$ cat src/rtl/lcp_pkg.sv
package lcp_pkg;

  localparam int MSG_LEN = 9;

  typedef enum logic [1:0] {
    ST_CAP,
    ST_LF,
    ST_MSG,
    ST_END
  } capState_t;

  typedef struct packed {
    logic       storeRx;
    logic       storeLf;
    logic       rearm;
    logic       popRd;
    logic       loadMsg;
    logic       loadCpu;
    logic [7:0] msgByte;
  } lcpStrobe_t;

  function automatic logic [7:0] warnChar(input logic [3:0] idx);
    case (idx)
      4'd0:    warnChar = 8'h4F;
      4'd1:    warnChar = 8'h56;
      4'd2:    warnChar = 8'h45;
      4'd3:    warnChar = 8'h52;
      4'd4:    warnChar = 8'h52;
      4'd5:    warnChar = 8'h55;
      4'd6:    warnChar = 8'h4E;
      4'd7:    warnChar = 8'h0D;
      default: warnChar = 8'h0A;
    endcase
  endfunction

endpackage

$ cat src/rtl/lcp_ctrl.sv
module lcp_ctrl
  import lcp_pkg::*;
#(
  parameter int BUF_DEPTH = 82,
  parameter logic [7:0] ADDR_DIN  = 8'h52,
  parameter logic [7:0] ADDR_DOUT = 8'h53,
  parameter logic [7:0] ADDR_STAT = 8'h54,
  localparam int CW = $clog2(BUF_DEPTH + 1),
  localparam int MAX_CHARS = BUF_DEPTH - 1
)(
  input  logic          clk,
  input  logic          rst,
  input  logic [7:0]    ioAddr,
  input  logic          ioRd,
  input  logic          ioWr,
  input  logic          rxValid,
  input  logic [7:0]    rxByte,
  input  logic [CW-1:0] count,
  input  logic [CW-1:0] rdPtr,
  input  logic          txFull,
  output logic          rxReady,
  output logic [7:0]    statusByte,
  output lcpStrobe_t    stb
);

  capState_t state, stateNext;
  logic [3:0] msgIdx;
  logic lineQ, ovfQ, parQ;
  logic rearm, accept, parOdd, isCr, lastSlot, avail, statRd;

  assign rearm    = ioWr && (ioAddr == ADDR_STAT);
  assign statRd   = ioRd && (ioAddr == ADDR_STAT);
  assign rxReady  = (state == ST_CAP) && !rearm;
  assign accept   = rxReady && rxValid;
  assign parOdd   = ^rxByte;
  assign isCr     = (rxByte[6:0] == 7'h0D);
  assign lastSlot = (count == CW'(MAX_CHARS - 1));
  assign avail    = ((state == ST_END) || (state == ST_MSG)) && (rdPtr < count);
  assign statusByte = {3'b000, parQ, ovfQ, lineQ, avail, ~txFull};

  always_comb begin
    stb         = '0;
    stb.rearm   = rearm;
    stb.storeRx = accept && !parOdd;
    stb.storeLf = (state == ST_LF) && !rearm;
    stb.popRd   = ioRd && (ioAddr == ADDR_DIN) && avail;
    stb.loadMsg = (state == ST_MSG) && !txFull && !rearm;
    stb.loadCpu = ioWr && (ioAddr == ADDR_DOUT) && !txFull && !stb.loadMsg;
    stb.msgByte = warnChar(msgIdx);
  end

  always_comb begin
    stateNext = state;
    if (rearm) stateNext = ST_CAP;
    else begin
      case (state)
        ST_CAP: if (accept) begin
          if (parOdd)        stateNext = ST_END;
          else if (isCr)     stateNext = ST_LF;
          else if (lastSlot) stateNext = ST_MSG;
        end
        ST_LF:  stateNext = ST_END;
        ST_MSG: if (stb.loadMsg && (msgIdx == 4'(MSG_LEN - 1))) stateNext = ST_END;
        default: stateNext = state;
      endcase
    end
  end

  always_ff @(posedge clk) begin
    if (rst) begin
      state  <= ST_CAP;
      msgIdx <= '0;
      lineQ  <= 1'b0;
      ovfQ   <= 1'b0;
      parQ   <= 1'b0;
    end else begin
      state <= stateNext;
      if (rearm)            msgIdx <= '0;
      else if (stb.loadMsg) msgIdx <= msgIdx + 4'd1;
      lineQ <= (lineQ && !statRd) || stb.storeLf;
      ovfQ  <= (ovfQ && !statRd) || (stb.storeRx && !isCr && lastSlot);
      parQ  <= (parQ && !statRd) || (accept && parOdd);
    end
  end

  // overflow only rises with exactly the maximum number of characters held
  assert_ovf_count_R6: assert property (@(posedge clk) disable iff (rst)
    $rose(ovfQ) |-> (count == CW'(MAX_CHARS)));

  // line-complete rises only as capture ends
  assert_line_end_R4: assert property (@(posedge clk) disable iff (rst)
    $rose(lineQ) |-> (state == ST_END));

  // no byte is taken once capture has stopped
  assert_no_take_after_end_R5: assert property (@(posedge clk) disable iff (rst)
    (state == ST_END && !rearm) |=> $stable(count) || $past(stb.rearm) || stb.rearm || (count == '0));

endmodule

$ cat src/rtl/lcp_datapath.sv
module lcp_datapath
  import lcp_pkg::*;
#(
  parameter int BUF_DEPTH = 82,
  parameter logic [7:0] ADDR_DIN  = 8'h52,
  parameter logic [7:0] ADDR_STAT = 8'h54,
  parameter logic [7:0] ADDR_CNT  = 8'h55,
  localparam int CW = $clog2(BUF_DEPTH + 1)
)(
  input  logic          clk,
  input  logic          rst,
  input  lcpStrobe_t    stb,
  input  logic [7:0]    ioAddr,
  input  logic          ioRd,
  input  logic [7:0]    ioWrData,
  input  logic [7:0]    rxByte,
  input  logic [7:0]    statusByte,
  input  logic          txReady,
  output logic [CW-1:0] count,
  output logic [CW-1:0] rdPtr,
  output logic          txFull,
  output logic [7:0]    txHold,
  output logic [7:0]    ioRdData
);

  logic [7:0] bufMem [BUF_DEPTH];

  always_ff @(posedge clk) begin
    if (stb.storeRx && !stb.rearm) bufMem[count] <= {1'b0, rxByte[6:0]};
    else if (stb.storeLf)          bufMem[count] <= 8'h0A;
  end

  always_ff @(posedge clk) begin
    if (rst) begin
      count <= '0;
      rdPtr <= '0;
    end else if (stb.rearm) begin
      count <= '0;
      rdPtr <= '0;
    end else begin
      if (stb.storeRx || stb.storeLf) count <= count + 1'b1;
      if (stb.popRd)                  rdPtr <= rdPtr + 1'b1;
    end
  end

  always_ff @(posedge clk) begin
    if (rst) begin
      txFull <= 1'b0;
      txHold <= '0;
    end else if (stb.loadMsg) begin
      txFull <= 1'b1;
      txHold <= stb.msgByte;
    end else if (stb.loadCpu) begin
      txFull <= 1'b1;
      txHold <= ioWrData;
    end else if (txFull && txReady) begin
      txFull <= 1'b0;
    end
  end

  always_ff @(posedge clk) begin
    if (rst) ioRdData <= '0;
    else if (ioRd) begin
      if (ioAddr == ADDR_DIN)       ioRdData <= stb.popRd ? bufMem[rdPtr] : 8'h00;
      else if (ioAddr == ADDR_STAT) ioRdData <= statusByte;
      else if (ioAddr == ADDR_CNT)  ioRdData <= 8'(count);
      else                          ioRdData <= 8'h00;
    end
  end

  // the count never passes the store depth
  assert_count_bound_R4: assert property (@(posedge clk) disable iff (rst)
    count <= CW'(BUF_DEPTH));

  // a waiting transmit byte holds until taken
  assert_tx_hold_R9: assert property (@(posedge clk) disable iff (rst)
    (txFull && !txReady) |=> (txFull && $stable(txHold)));

  // a stored receive character has its top bit cleared
  assert_top_bit_clear_R3: assert property (@(posedge clk) disable iff (rst)
    stb.storeRx |=> (bufMem[count - 1'b1][7] == 1'b0));

endmodule

$ cat src/rtl/line_capture_port.sv
module line_capture_port
  import lcp_pkg::*;
#(
  parameter int BUF_DEPTH = 82,
  parameter logic [7:0] ADDR_DIN  = 8'h52,
  parameter logic [7:0] ADDR_DOUT = 8'h53,
  parameter logic [7:0] ADDR_STAT = 8'h54,
  parameter logic [7:0] ADDR_CNT  = 8'h55,
  localparam int CW = $clog2(BUF_DEPTH + 1)
)(
  input  logic       clk,
  input  logic       rst,
  input  logic [7:0] ioAddr,
  input  logic       ioRd,
  input  logic       ioWr,
  input  logic [7:0] ioWrData,
  output logic [7:0] ioRdData,
  input  logic       rxValid,
  input  logic [7:0] rxByte,
  output logic       rxReady,
  output logic       txValid,
  output logic [7:0] txData,
  input  logic       txReady
);

  lcpStrobe_t    stb;
  logic [CW-1:0] count, rdPtr;
  logic          txFull;
  logic [7:0]    statusByte;

  lcp_ctrl #(
    .BUF_DEPTH(BUF_DEPTH), .ADDR_DIN(ADDR_DIN),
    .ADDR_DOUT(ADDR_DOUT), .ADDR_STAT(ADDR_STAT)
  ) uCtrl (
    .clk(clk), .rst(rst), .ioAddr(ioAddr), .ioRd(ioRd), .ioWr(ioWr),
    .rxValid(rxValid), .rxByte(rxByte), .count(count), .rdPtr(rdPtr),
    .txFull(txFull), .rxReady(rxReady), .statusByte(statusByte), .stb(stb)
  );

  lcp_datapath #(
    .BUF_DEPTH(BUF_DEPTH), .ADDR_DIN(ADDR_DIN),
    .ADDR_STAT(ADDR_STAT), .ADDR_CNT(ADDR_CNT)
  ) uData (
    .clk(clk), .rst(rst), .stb(stb), .ioAddr(ioAddr), .ioRd(ioRd),
    .ioWrData(ioWrData), .rxByte(rxByte), .statusByte(statusByte),
    .txReady(txReady), .count(count), .rdPtr(rdPtr), .txFull(txFull),
    .txHold(txData), .ioRdData(ioRdData)
  );

  assign txValid = txFull;

endmodule

$ cat config.mk
export PLATFORM = sky130hd
export DESIGN_NAME = line_capture_port
export DESIGN_NICKNAME = d
export VERILOG_FILES = /design/src/rtl/lcp_pkg.sv /design/src/rtl/lcp_ctrl.sv /design/src/rtl/lcp_datapath.sv /design/src/rtl/line_capture_port.sv
export SDC_FILE = /design/constraint.sdc
export NUM_CORES = 1
export LEC_CHECK = 0
export BUFFER_PORTS_ARGS = -buffer_cell sky130_fd_sc_hd__buf_2
export CORE_ASPECT_RATIO = 1.75
export CORE_UTILIZATION = 35
export CTS_CLUSTER_DIAMETER = 200
export CTS_CLUSTER_SIZE = 30
export DETAILED_ROUTE_END_ITERATION = 10
export RECOVER_POWER = 25
export SYNTH_ARGS = -nofsm -noshare
export SYNTH_HDL_FRONTEND = slang
export SYNTH_SLANG_ARGS = --single-unit
$ cat constraint.sdc
create_clock -name clk -period 8.34 [get_ports clk]
set_input_delay 0 -clock clk [delete_from_list [all_inputs] [get_ports clk]]
set_output_delay 0 -clock clk [all_outputs]
set_load 0.02 [all_outputs]
## Yosys cells after proc, flatten, opt, wreduce, memory -nomap -nowiden

Memories as Yosys holds them, arrays and structs flattened. A register that Yosys moved wholly into a read port is not among the register bits.
Index checks and enable logic that the tools add are counted.

| cells by class | value |
|---|---|
| muxes and demuxes | 26 |
| magnitude comparators | 1 |
| bitwise gates (word level) | 2 |
| equal/unequal tests | 13 |
| reductions and logical operators | 41 |
| add/subtract/negate cells | 3 |

Operator list:

| operator | count |
|---|---|
| $mux W8 | 6 |
| $eq A8 B7 Y1 const B | 4 |
| $mux W7 | 4 |
| $logic_and A1 B1 Y1 | 23 |
| $add A7 B1 Y7 const B | 2 |
| $mux W2 | 5 |
| $mux W1 | 8 |
| $reduce_xor A8 Y1 | 1 |
| $eq A7 B4 Y1 const B | 1 |
| $eq A7 B7 Y1 const B | 1 |
| $lt A7 B7 Y1 | 1 |
| $logic_not A1 Y1 | 6 |
| $mux W3 | 2 |
| $pmux W2 S3 | 1 |
| $reduce_bool A3 Y1 | 2 |
| $logic_or A1 B1 Y1 | 5 |
| $add A4 B1 Y4 const B | 1 |
| $eq A2 B2 Y1 const B | 2 |
| $eq A4 B4 Y1 const B | 1 |
| $ne A4 B1 Y1 const B | 1 |
| $reduce_and A4 Y1 | 1 |
| $eq A2 B1 Y1 const B | 1 |
| $logic_not A2 Y1 | 1 |
| $ne A2 B1 Y1 const B | 1 |
| 5 further kinds | 5 |

| word-level totals | value |
|---|---|
| word-level logic and storage cells | 98 |
| input bits | 30 |
| memories kept | 2 |
| output and inout port bits | 18 |
| memory bits (writable) | 574 |
| bits in registers | 40 |
| bits in read-only memories | 48 |

Memories:

| name | depth | bits a word | rd ports | clocked after memory_dff | write ports | line | source |
|---|---|---|---|---|---|---|---|
| uData.bufMem | 82 | 7 | 1 | 1 | 1 | lcp_datapath.sv:26 | `logic [7:0] bufMem [BUF_DEPTH];` |
| (no name shown) | 8 | 6 | 1 | 1 | 0 | lcp_pkg.sv:23 | `case (idx)` |

## Longest topological paths before layout

Gate-level depths: netlist of run 1.

| depth | value |
|---|---|
| depth in word-level cells | 10 |
| gate-level depth with buffers | 10 |
| mapped depth without buffers | 8 |

## Hierarchy

A second synthesis of run 1 with hierarchy kept.

| second synthesis, totals | value |
|---|---|
| cell total of the unflattened synthesis | 1530 |
| area total of the unflattened synthesis | 25796.0 um^2 |

Modules (own cells, without submodules):

| module | times used | cells each | area each (um^2) | sequential area each (um^2) |
|---|---|---|---|---|
| lcp_datapath | 1 | 1353 | 24372.1 | 17997.3 |
| lcp_ctrl | 1 | 177 | 1423.9 | 300.3 |

## Worst setup path after synthesis of run 1

OpenSTA, ideal clock, no wires.

| timing path | value |
|---|---|
| path kind | input to register |
| from | in rxByte[2] |
| to | mem uData.bufMem[0][0] (netlist bit) (data pin) |
| library setup time | 0.414 ns |
| required time | 7.926 ns |
| arrival | 2.374 ns |
| path buffers | 0 |
| stages | 5 |
| slack | 5.552 ns |
| cells stage by stage | ha_1 -> xnor3_2 -> xnor2_2 -> o211ai_1 -> and2_1 |

| on the way | value |
|---|---|
| word-level cells in the longest chain between the ends | 7 |

RTL lines:

| what | line | source |
|---|---|---|
| from (decl) | line_capture_port.sv:19 | `input logic [7:0] rxByte,` |
| $reduce_xor A8 Y1 | lcp_ctrl.sv:35 | `assign parOdd = ^rxByte;` |
| $logic_not A1 Y1 | lcp_ctrl.sv:44 | `stb.storeRx = accept && !parOdd;` |
| $logic_and A1 B1 Y1 | lcp_ctrl.sv:44 |  |
| $logic_and A1 B1 Y1 | lcp_datapath.sv:29 | `if (stb.storeRx && !stb.rearm) bufMem[count] <= {1'b0, rxByte[6:0]};` |
| $mux W1 | lcp_datapath.sv:29 |  |
| $mux W1 (implied by the code) | lcp_datapath.sv:30 | `else if (stb.storeLf) bufMem[count] <= 8'h0A;` |
| $mux W7 (no line) | n/a |  |
| to (decl) | lcp_datapath.sv:26 |  |

Every way passes these cells.

## Worst setup path after layout of run 1

| timing path | value |
|---|---|
| from | in ioAddr[0] |
| to | mem uData.bufMem[39][3] (netlist bit) (data pin) |

| on the way | value |
|---|---|
| word-level cells in the longest chain between the ends | 10 |
| elaborated cells on any way between the ends | 12 |
| classes of those cells | eq/ne: 1; mux: 4; reduce/logical: 7 |

RTL lines:

| what | line | source |
|---|---|---|
| from (decl) | line_capture_port.sv:13 | `input logic [7:0] ioAddr,` |
| $eq A8 B7 Y1 * | lcp_ctrl.sv:31 | `assign rearm = ioWr && (ioAddr == ADDR_STAT);` |
| $logic_and A1 B1 Y1 * | lcp_ctrl.sv:31 |  |
| $logic_not A1 Y1 * | lcp_ctrl.sv:33, lcp_ctrl.sv:45, lcp_datapath.sv:29 |  |
| $logic_and A1 B1 Y1 | lcp_ctrl.sv:33 | `assign rxReady = (state == ST_CAP) && !rearm;` |
| $logic_and A1 B1 Y1 | lcp_ctrl.sv:34 | `assign accept = rxReady && rxValid;` |
| $logic_and A1 B1 Y1 | lcp_ctrl.sv:44 |  |
| $logic_and A1 B1 Y1 | lcp_datapath.sv:29 |  |
| $mux W1 * | lcp_datapath.sv:29 |  |
| $mux W1 (implied by the code) * | lcp_datapath.sv:30 |  |
| $mux W7 (no line) * | n/a |  |

Mark *: on every way between the ends. The rest lies on a longest branch, timed or not.

==> run_results.csv, run 1 <==
group,metric,value,unit
run_status,outcome,"finished, violations left",
run_status,violations,"capacitance limit, slew limit",
layout,n_antenna_cell,0,
global_routing,grt_pass1_wl,90.33,mm
worst_setup_path,worst_path_max_delay_cell,"clkbuf_1",
global_routing,busiest_layer,"met2",
drt,drc,0,
sta,fin_worst_skew,0.01464,ns
worst_setup_path,start_kind,"input port",
sta,grt_setup_unrepaired,"no",
global_routing,grt_max_degree,98,
die,initial_utilization,0.3533,
cts,clock-sinks,626,
cts,htree_num_levels,1,
placed_design,gp_congestion,0.8816,
worst_setup_path,startpoint,"ioAddr[0]",
synth,yosysWarnings,0,
worst_setup_path,path_cells,"dlygate4sd3_1 > clkbuf_1 > or3b_1 > or4_1 > o211ai_1 > nand2b_2 > clkbuf_1",
worst_setup_path,cpPeakStageDelay,2.59,ns
cts,cts_buffers,24,
synth,syn_avg_cell_area,17.37,sq um
die,rows,130,
synth,yosys.cell_count.top_type,"edfxtp_1",
drt,routedWlPerCell,25.19,um
die,die_area,73370,sq um
sta,hold_viol_final,0,
synth,async_reset_ff_frac,0,
layout,nets,1546,
synth,synth_edf_count,574,
sta,fin_ws,3.373,ns
synth,yosys-top-cells-count,"edfxtp_1, mux2i_1, nor2_1",
worst_setup_path,critPathMaxFanout,82,
sta,drv_slew,166,
sta,clock.fmax,0.2013,GHz
synth,seq_area_frac_synth,0.7228,
global_routing,grt_use_met3,0.01218,
synth,synth_nets,1505,
synth,syn_inst,1456,
drt,firstDrtPassIters,6,
hold_path,hold_class,"in -> reg",
worst_setup_path,crit_path_end_kind,"flip-flop",
synth,synth_top_cell_by_area,"edfxtp_1",
cts,clkLatencyLatePin,0.60,ns
layout,post_route_cells_drive_above_1_share,0.1322,
sta,finalSetupViolCount,0,
global_routing,grt_util_met1,0.1808,
power,power.leakage,7.967,nW
cts,root_buffer,"clkbuf_16",
hold_path,min_from,"rxByte[7]",
worst_setup_path,cp_common_cell,"clkbuf_1",
placed_design,dp_hpwl,40.22,mm
job,drv_cap,2,
sta,setup_tns,0,ns
global_routing,grt_overflow,0,
synth,synth_top_area_frac,0.6816,
synth,syn-cell-area,25290,sq um
placed_design,portBuffers,46,
drt,routed_wl,61.19,mm
synth,synth_cell_types,61,
drt,drt_iter0_markers,1139,
worst_setup_path,arrival,4.82,ns
die,core-area,71570,sq um
cts,cts_tree,"done",
power,power.density,212.3,nW/um^2
placed_design,dp_slack,4.669,ns
synth,synth-seq-cells,626,
die,die_y,357.6,um
worst_setup_path,crit_buf_inv,3,
global_routing,use_met2,0.3296,
drt,vias,13090,
worst_setup_path,required,8.20,ns
sta,fin_crit,4.967,ns
drt,via_per_inst,5.388,
layout,synthToLayoutAreaGrowth,8.258,%
power,peakVddDrop,0.1215,mV
global_routing,grt_pass1_vias,13600,
die,ios,48,
sta,max_slew_margin,-1.534,
synth,ys_top_cells_by_area,"edfxtp_1, mux4_2, mux2i_1, dfxtp_1, nor2_1",
sta,final.period_utilization,0.5955,
die,die_w,205.2,um
synth,synth_ff_type,"edfxtp_1",
cts,clockBufferDepth,3,
worst_setup_path,rr_startpoint,"uCtrl.state[0]$_SDFFE_PP0P_",
worst_setup_path,crit_family,"buffers and inverters",
drt,ant_nets,0,
sta,tightestPinTransition,3.801,ns
worst_setup_path,criticalPathCategory,"in -> reg",
cts,clk_pin_slew_worst_paths,0.12,ns
global_routing,antenna_found_initial,0,
global_routing,gr-usage-all-layers,0.1678,
==> timing repair <==
action / in CTS / in global routing
hold buffers: 27 / 0
hold endpoints to repair: 21 / 0
buffers inserted: 0 / 0
gates resized for setup: 0 / 0
==> path summary, 6_finish.rpt <==
path | to | slack [ns] | cells past startpoint
max reg2reg | uData.bufMem[39][3]$_DFFE_PP_ | 3.58 | 6
min reg2reg | uCtrl.ovfQ$_SDFF_PP0_ | 0.49 | 2
max | uData.bufMem[39][3]$_DFFE_PP_ | 3.37 | 7
min | uCtrl.parQ$_SDFF_PP0_ | 0.06 | 5
==> cell families after synthesis <==
group | Yosys count | synth area share
compound gates | 154 | 0.04052
mux | 247 | 0.1468
fa+ha+maj | 19 | 0.009401
other cells | 1 | 0.0001483
xor+xnor | 13 | 0.005690
flops | 626 | 0.7228
simple gates | 298 | 0.05626
buf+inv | 98 | 0.01846
==> layout by cell type, fill, tap and decap left out, types with 19 or more instances in the layout <==
cell and count:
clkbuf_16 26, nand3_1 47, nand2_1 45, dfxtp_1 49, clkbuf_1 28, nor2_1 125, a21oi_1 28, dlygate4sd3_1 27
o21ai_0 28, inv_1 19, ha_1 19, mux4_2 98, mux2i_1 139, buf_2 29, edfxtp_1 574, a22oi_1 28
==> area by class of cell <==
type / instances / area [sq um]
Fill cell: 6560 / 44190
Sequential cell: 626 / 18290
Tap cell: 924 / 1156
Clock buffer: 34 / 680.7
Multi-Input combinational cell: 732 / 6541
Inverter: 19 / 71.32
Timing Repair Buffer: 94 / 638.1
==> flip-flops by register name (all words and copies together) (netlist names), named ones only <==
register        flops
uCtrl.msgIdx        4
uCtrl.lineQ         1
uData.txFull        1
uData.ioRdData      7
uCtrl.state         2
uCtrl.ovfQ          1
uData.rdPtr         7
uData.count         7
uData.txHold        8
uCtrl.parQ          1
uData.bufMem      574
==> layer usage <==
| metal | share of wire | vias up |
|---|---|---|
| met5 | 0 | - |
| met4 | 0.042 | 0 |
| met3 | 0.034 | 99 |
| met2 | 0.57 | 360 |
| met1 | 0.35 | 6809 |
| li1 | - | 5820 |
==> worst min-delay path, cell delays in order <==
cell	delay, ns
buf_2	0.09
xnor3_2	0.23
xnor2_2	0.13
nand2_1	0.11
a21oi_1	0.06
==> through the flow <==
stage	util	hold slack (ns)	cells	cell area [sq um]	power, mW
CTS	0.3834	0.001525	2429	27440	5.845
floorplan	-	0.1236	1456	25290	4.129
global route	0.3825	0.06465	2429	27380	5.991
detailed placement	0.3701	0.2927	2368	26490	4.384
global placement	0.3701	0.2903	2368	26490	4.354
finish	0.3825	0.06276	2429	27380	5.812
==> report_power, final <==
part	internal [mW]	total [mW]	switching, mW
Sequential	3.66	3.71	0.0460
Combinational	0.162	0.621	0.459
Clock	0.576	1.48	0.904
No activity file was read; power rests on OpenSTA's default activity.
==> run 2, diff against run 1 <==
- clock period: 8.34 -> 5.1 ns (I/O delays scaled with it)
==> run 2 against run 1 <==
  * The run still ends with capacitance limit, slew limit left
  * Register-to-register slack lost 2.3 ns
  * Sequential share of layout area is 0.47 points lower
  * Via count up 1.4%
  * Cell count grew 1.0%
  * Global-route usage is 0.61 points higher
  * Final area is 0.71% higher
  * Combinational power up 67%
  * First-iteration DRC count is 14% lower
  * Utilization up 0.27 points
  * Clock power rose by 68%
  * Critical path type unchanged
  * Largest cell class unchanged
  * Largest power group unchanged
  * Highest routed layer unchanged
==> run_results.csv, run 2 (synthesized netlist as in run 1, its figures left out) <==
group,metric,value,unit
run_status,outcome,"finished, violations left",
run_status,violations,"capacitance limit, slew limit",
worst_setup_path,worst_path_max_delay_cell,"and2_0",
drt,firstDrtPassIters,5,
power,peakVddDrop,0.2209,mV
power,p_total,9.573,mW
worst_setup_path,path_cells,"dlygate4sd3_1 > clkbuf_1 > or3b_1 > or4_1 > o211ai_1 > and2_0 > buf_4",
die,core-area,71570,sq um
placed_design,dp_hpwl,43.83,mm
sta,grt_setup_unrepaired,"no",
placed_design,placed_cell_area,26620,sq um
placed_design,dp_slack,1.523,ns
worst_setup_path,crit_buf_inv,3,
layout,layout_common_cells,"edfxtp_1, mux2i_1, nor2_1",
cts,clock-sinks,626,
drt,via_per_inst,5.406,
cts,htree_num_levels,1,
global_routing,grt_overflow,0,
worst_setup_path,criticalPathCategory,"in -> reg",
drt,ant_nets,0,
worst_setup_path,crit_path_end_kind,"flip-flop",
die,ios,48,
cts,root_buffer,"clkbuf_16",
sta,fin_crit,3.891,ns
sta,setup_tns,0,ns
cts,cts_tree,"done",
drt,routedWlPerCell,25.87,um
sta,clock.fmax,0.2570,GHz
worst_setup_path,crit_family,"simple AND/OR/NAND/NOR gates",
drt,drt_iter0_markers,983,
sta,final.period_utilization,0.7630,
sta,fin_worst_skew,0.02443,ns
sta,finalSetupViolCount,0,
global_routing,antenna_found_initial,0,
die,die_w,205.2,um
drt,routed_wl,63.48,mm
job,drv_cap,3,
global_routing,grt_max_degree,72,
worst_setup_path,start_kind,"input port",
cts,clkLatencyLatePin,0.61,ns
drt,vias,13270,
sta,fin_ws,1.209,ns
worst_setup_path,critPathMaxFanout,58,
layout,synthToLayoutAreaGrowth,9.030,%
die,die_area,73370,sq um
power,power.leakage,8.058,nW
hold_path,hold_class,"in -> reg",
cts,post_cts_buffers,0,
sta,max_slew_margin,-0.1079,
layout,top_regs,"uData.bufMem x574, uData.txHold x8",
layout,largest-register,"uData.bufMem",
global_routing,gr-usage-all-layers,0.1738,
die,rows,130,
cts,clk_pin_slew_worst_paths,0.11,ns
placed_design,gp_congestion,0.9034,
sta,drv_slew,79,
layout,fin_area,27570,sq um
worst_setup_path,required,5.42,ns
cts,clockBufferDepth,3,
worst_setup_path,arrival,4.21,ns
die,initial_utilization,0.3533,
sta,hold_viol_final,0,
layout,nets,1561,
global_routing,grt_pass1_vias,13760,
power,power.density,347.2,nW/um^2
layout,largest_reg_flops,574,
layout,n_antenna_cell,0,
placed_design,portBuffers,46,
layout,layout_commonest_cell,"edfxtp_1",
sta,timing.hold.ws,0.04068,ns
cts,cts_buffers,24,
drt,drc,0,
layout,post_route_cells_drive_above_1_share,0.1359,
worst_setup_path,cpPeakStageDelay,1.21,ns
sta,tightestPinTransition,1.661,ns
global_routing,grt_pass1_wl,93.03,mm
die,die_y,357.6,um
run 2: changes by cell type in the layout (fill, tap and decap cells not counted), sizes merged:
cell,change
buf,+12
clkbuf,+10
dlygate4sd3,+3
run 2: worst paths after layout:
kind | startpoint | end | slack (ns) | cells past startpoint
setup / recovery | ioAddr[0] | uData.bufMem[15][6]$_DFFE_PP_ | 1.21 | 7
hold / removal | ioAddr[2] | uCtrl.ovfQ$_SDFF_PP0_ | 0.04 | 4
setup reg to reg | flip-flop | uData.ioRdData[5]$_SDFFE_PP0P_ | 1.28 | 9
hold reg to reg | uCtrl.lineQ$_SDFF_PP0_ | uCtrl.lineQ$_SDFF_PP0_ | 0.51 | 2
run 2: timing repair:
action / CTS / global route
endpoints found under the hold margin: 26 / 0
gates resized for setup: 0 / 0
hold buffers: 30 / 0
run 2: per-stage QoR:
step	utilization	cells
3_5_place_dp	0.3719	2380
3_3_place_gp	0.3719	2380
2_1_floorplan	-	1456
6_report	0.3852	2454
5_1_grt	0.3852	2454
4_1_cts	0.3862	2454
run 2: power by group:
group / internal (mW) / switching [mW] / leakage, nW
combinational: 0.280 / 0.762 / 2.12
clock: 0.972 / 1.51 / 0.342
sequential: 5.97 / 0.0758 / 5.60
total: 7.23 / 2.35 / 8.06
run 2: final cells by class:
| type | count | area [sq um] |
|---|---|---|
| timing repair buffer | 109 | 795.8 |
| multi-input combinational | 732 | 6541 |
| fill | 6530 | 44000 |
| clock buffer | 44 | 718.2 |
| sequential | 626 | 18290 |
| inverter | 19 | 71.32 |
| tap | 924 | 1156 |
run 2: tightest hold or removal path, delay by kind of cell:
kind | cells | cell delay [ns]
buf+inv | 1 | 0.12
simple gates | 1 | 0.23
compound gates | 2 | 0.26
run 2: per-layer routing:
metal	vias to the layer above	global-route usage	part of all wire
li1	5857	-	-
met2	366	0.3359	0.56
met5	-	0	0
met4	0	0.08030	0.049
met3	116	0.01218	0.031
met1	6927	0.1904	0.36
